### config.mk
export PLATFORM = sky130hd
export DESIGN_NAME = way_hint_table
export DESIGN_NICKNAME = d
export VERILOG_FILES = /design/src/rtl/way_hint_table.sv
export SDC_FILE = /design/constraint.sdc
export NUM_CORES = 1
export LEC_CHECK = 0
export ABC_CLOCK_PERIOD_IN_PS = 2200
export CORE_MARGIN = 4
export CORE_UTILIZATION = 50
export CTS_CLUSTER_SIZE = 10
export DETAILED_ROUTE_END_ITERATION = 8
export DONT_BUFFER_PORTS = 1
export PLACE_DENSITY_LB_ADDON = 0.05
export SLEW_MARGIN = 10
export SYNTH_ARGS = -nofsm -noshare
export SYNTH_HDL_FRONTEND = slang
export SYNTH_SLANG_ARGS = --single-unit
### constraint.sdc
create_clock -name clk -period 2.2 [get_ports clk]
set_input_delay 0.33 -clock clk [delete_from_list [all_inputs] [get_ports clk]]
set_output_delay 0.33 -clock clk [all_outputs]
set_load 0.02 [all_outputs]
### src/rtl/way_hint_table.sv
module way_hint_table #(
  parameter int WAY_BITS     = 2,
  parameter int SET_BITS     = 4,
  parameter int KEY_TAG_BITS = 2
) (
  input  logic                    clk,
  input  logic                    rst_n,
  input  logic                    lk_valid,
  input  logic [SET_BITS-1:0]     lk_set,
  input  logic [KEY_TAG_BITS-1:0] lk_tag_lo,
  output logic [WAY_BITS-1:0]     hint_way,
  input  logic                    cmp_hit,
  input  logic [WAY_BITS-1:0]     cmp_way,
  output logic                    mispredict,
  input  logic                    fill_valid,
  input  logic [SET_BITS-1:0]     fill_set,
  input  logic [KEY_TAG_BITS-1:0] fill_tag_lo,
  input  logic [WAY_BITS-1:0]     fill_way
);

  localparam int KEY_BITS = SET_BITS + KEY_TAG_BITS;
  localparam int ENTRIES  = 1 << KEY_BITS;

  logic [WAY_BITS-1:0] tbl [ENTRIES];
  logic [KEY_BITS-1:0] lk_key, fill_key, s1_key;
  logic [WAY_BITS-1:0] s1_pred;
  logic                s1_valid;

  assign lk_key   = {lk_set, lk_tag_lo};
  assign fill_key = {fill_set, fill_tag_lo};
  assign hint_way = tbl[lk_key];

  assign mispredict = s1_valid && cmp_hit && (cmp_way != s1_pred);

  always_ff @(posedge clk) begin
    if (!rst_n) begin
      s1_valid <= 1'b0;
      s1_key   <= '0;
      s1_pred  <= '0;
    end else begin
      s1_valid <= lk_valid;
      s1_key   <= lk_key;
      s1_pred  <= hint_way;
    end
  end

  always_ff @(posedge clk) begin
    if (!rst_n) begin
      for (int i = 0; i < ENTRIES; i++) tbl[i] <= '0;
    end else begin
      if (mispredict) tbl[s1_key] <= cmp_way;
      if (fill_valid) tbl[fill_key] <= fill_way;
    end
  end

endmodule


==> metrics <==
outcome complete, but fails checks; violated checks setup timing; post-route minimum period 2.529 ns; EDFF count, synth 128; CP Class flop to primary output; placed cells 933; Clock H-tree levels 4; WP data required 1.87 ns; count of nets after finishing 759; CTS tree built; Critical Path AT 2.20 ns; Synth top cells by count 176 x nand2_1, 128 x edfxtp_1, 128 x o31ai_1, 79 x nor2_1, 67 x clkbuf_1; Post-Syn Nets 798; DR iter-0 viols 873; gr ovfl total 0; io pins 24; most frequent cell after synthesis nand2_1; TNS Setup -0.4630 ns; Synth Warn # 0; vias in the first global route 6,490; IO buf count 0; cell leakage power 2.789 nW; sequential area share after synthesis 49.44%; max_cap viols 0; layout cells sized above 1 10.92%; crit path launch type flop; Hold Crit Class input port to flop; FP Rows 46; Detailed Route WL 25,410 um; Slew @ Worst Pin 0.6549 ns; Synth top area share 47.23%; Reg clk slew, reported paths 0.06 ns; Post-DRT Antenna Nets 0; final count of negative-setup-slack endpoints 2; Max VDD drop 0.0005326 V; Layout area overhead 9.316%; Seq cells post-synth 137; Post-synth ARST share 0%; number of standard cells in the layout, taps in and fillers out 967; DP HPWL 15,520 um; RSZ-0062 raised after global routing yes; clock skew 0.008352 ns; top cells by area, synth edfxtp_1 47%, o31ai_1 12%, nand2_1 8.1%; Die Wd 135.6 um; Slew Limit Fails 0; height of the die 135.6 um; first-pass GRT wire length 39,180 um; max_slew headroom 56.21%; Most used DFF post-synth edfxtp_1; initial antenna violation count 0; largest net degree at the start of global routing 78; setup ws final -0.3290 ns; GPL Wtd Cong 0.8665; DR WL/cell 26.27 um; core box area 15,940 um2; starting density of the core 51.05%; worst-path fanout max 2; Cells after Synth 777; number of distinct library cells after synthesis 43; vias per inst 7.023; worst slack, placed 0.02697 ns; f_max 395.4 MHz; Total Power 6.336 mW; drt drc 0; P per Cell Area 712.1 nW/um2; CTS buffer count 17; CP Capture Type primary output; Yosys top cell by area edfxtp_1; Inserted Diodes 0; Hold Fails Final Rpt 0; routed vias 6,791; Final period util 115.0%; Syn Area/Cell 10.47 um2; worst hold margin 0.03537 ns; GRT Total Usage 28.64%; CTS Buffer Depth 2; # clock sinks 137; Detailed Routing Iterations Pass 1 5; die area 18,380 um2; Synth Cell Area 8139 um2; Skew-Pair Late Insertion Delay 0.43 ns; clock root buffer clkbuf_16
cell families after synthesis:
logic type	share of synthesized area, %
simple gates	15.97
compound gates	20.29
flops	49.44
buf+inv	4.320
mux	9.762
xor+xnor	0.2153
state kept, by name (all words and copies together) (netlist names):
register / flops
tbl: 128
s1_key: 6
s1_pred: 2
s1_valid: 1
what timing repair did:
action,in CTS,in global routing
resized for setup,11,0
pin swaps,5,2
buffers inserted,1,0
hold buffers,1,0
endpoints found under the setup margin,2,2
endpoints found under the hold margin,1,0
final cells by class:
cell class | instances | area (um2)
clock buffers | 18 | 429.2
clock inverters | 14 | 160.2
fillers | 1402 | 7046
inverters | 3 | 11.26
multi-input cells | 556 | 3777
flip-flops and latches | 137 | 4024
well taps | 216 | 270.3
repair buffers | 23 | 225.2
through the flow:
step / util (%) / area, um2
2_1_floorplan: - / 8159
3_3_place_gp: 51.99 / 8289
3_5_place_dp: 51.99 / 8289
4_1_cts: 55.81 / 8897
5_1_grt: 55.81 / 8897
6_report: 55.81 / 8897
cells in the final DEF (no fill, tap or decap), types with 2 or more instances in the layout:
master	synthesis	routed
nand4_1	2	2
and3_1	5	5
nor3b_1	2	2
nor3_1	2	2
clkbuf_16	0	17
clkinv_1	0	8
buf_4	4	18
mux4_1	13	4
or3_1	2	2
mux4_2	17	26
a22oi_2	1	2
and3b_1	3	3
nor2b_1	5	5
o221ai_1	64	64
clkinv_2	0	2
and2_1	8	8
nor2_1	79	79
o31ai_1	128	128
bufinv_16	0	4
xnor2_1	2	2
nand2_1	176	176
a211oi_1	4	3
buf_12	0	4
nand3_1	13	12
inv_1	3	3
or3b_2	2	2
mux2i_1	7	7
a2111oi_0	2	2
nand3b_1	5	5
edfxtp_1	128	128
o21ai_1	0	2
dfxtp_1	9	9
routing by layer:
| metal | global-route usage (%) | vias to the layer above | part of all wire (%) |
|---|---|---|---|
| li1 | - | 2980 | - |
| met5 | 0 | - | 0 |
| met1 | 39.92 | 3354 | 40 |
| met2 | 44.66 | 408 | 47 |
| met4 | 8.063 | 0 | 2.3 |
| met3 | 7.467 | 49 | 12 |
power breakdown:
| group | total, mW | leakage [nW] | internal [mW] | switching, mW |
|---|---|---|---|---|
| Sequential | 2.97 | 1.42 | 2.93 | 0.0444 |
| Combinational | 0.419 | 1.08 | 0.175 | 0.245 |
| Clock | 2.94 | 0.288 | 1.86 | 1.08 |
| Total | 6.34 | 2.79 | 4.96 | 1.37 |
worst max-delay path, cell delays in order, from the launching register on:
cell and delay [ns]:
edfxtp_1 0.37, mux4_2 0.51, mux4_2 0.49, a22oi_2 0.23, o41ai_4 0.18
worst paths after layout:
| kind | from | end | slack (ns) | cells after the start |
|---|---|---|---|---|
| min | lk_set[3] | s1_key[5] | 0.04 | 1 |
| max reg2reg | tbl[13][1] | s1_pred[1] | 0.12 | 5 |
| min reg2reg | s1_key[2] | tbl[7][1] | 0.94 | 3 |
| max | tbl[13][1] | hint_way[1] | -0.33 | 4 |
Note: power is estimated with default switching activity, not from simulation.
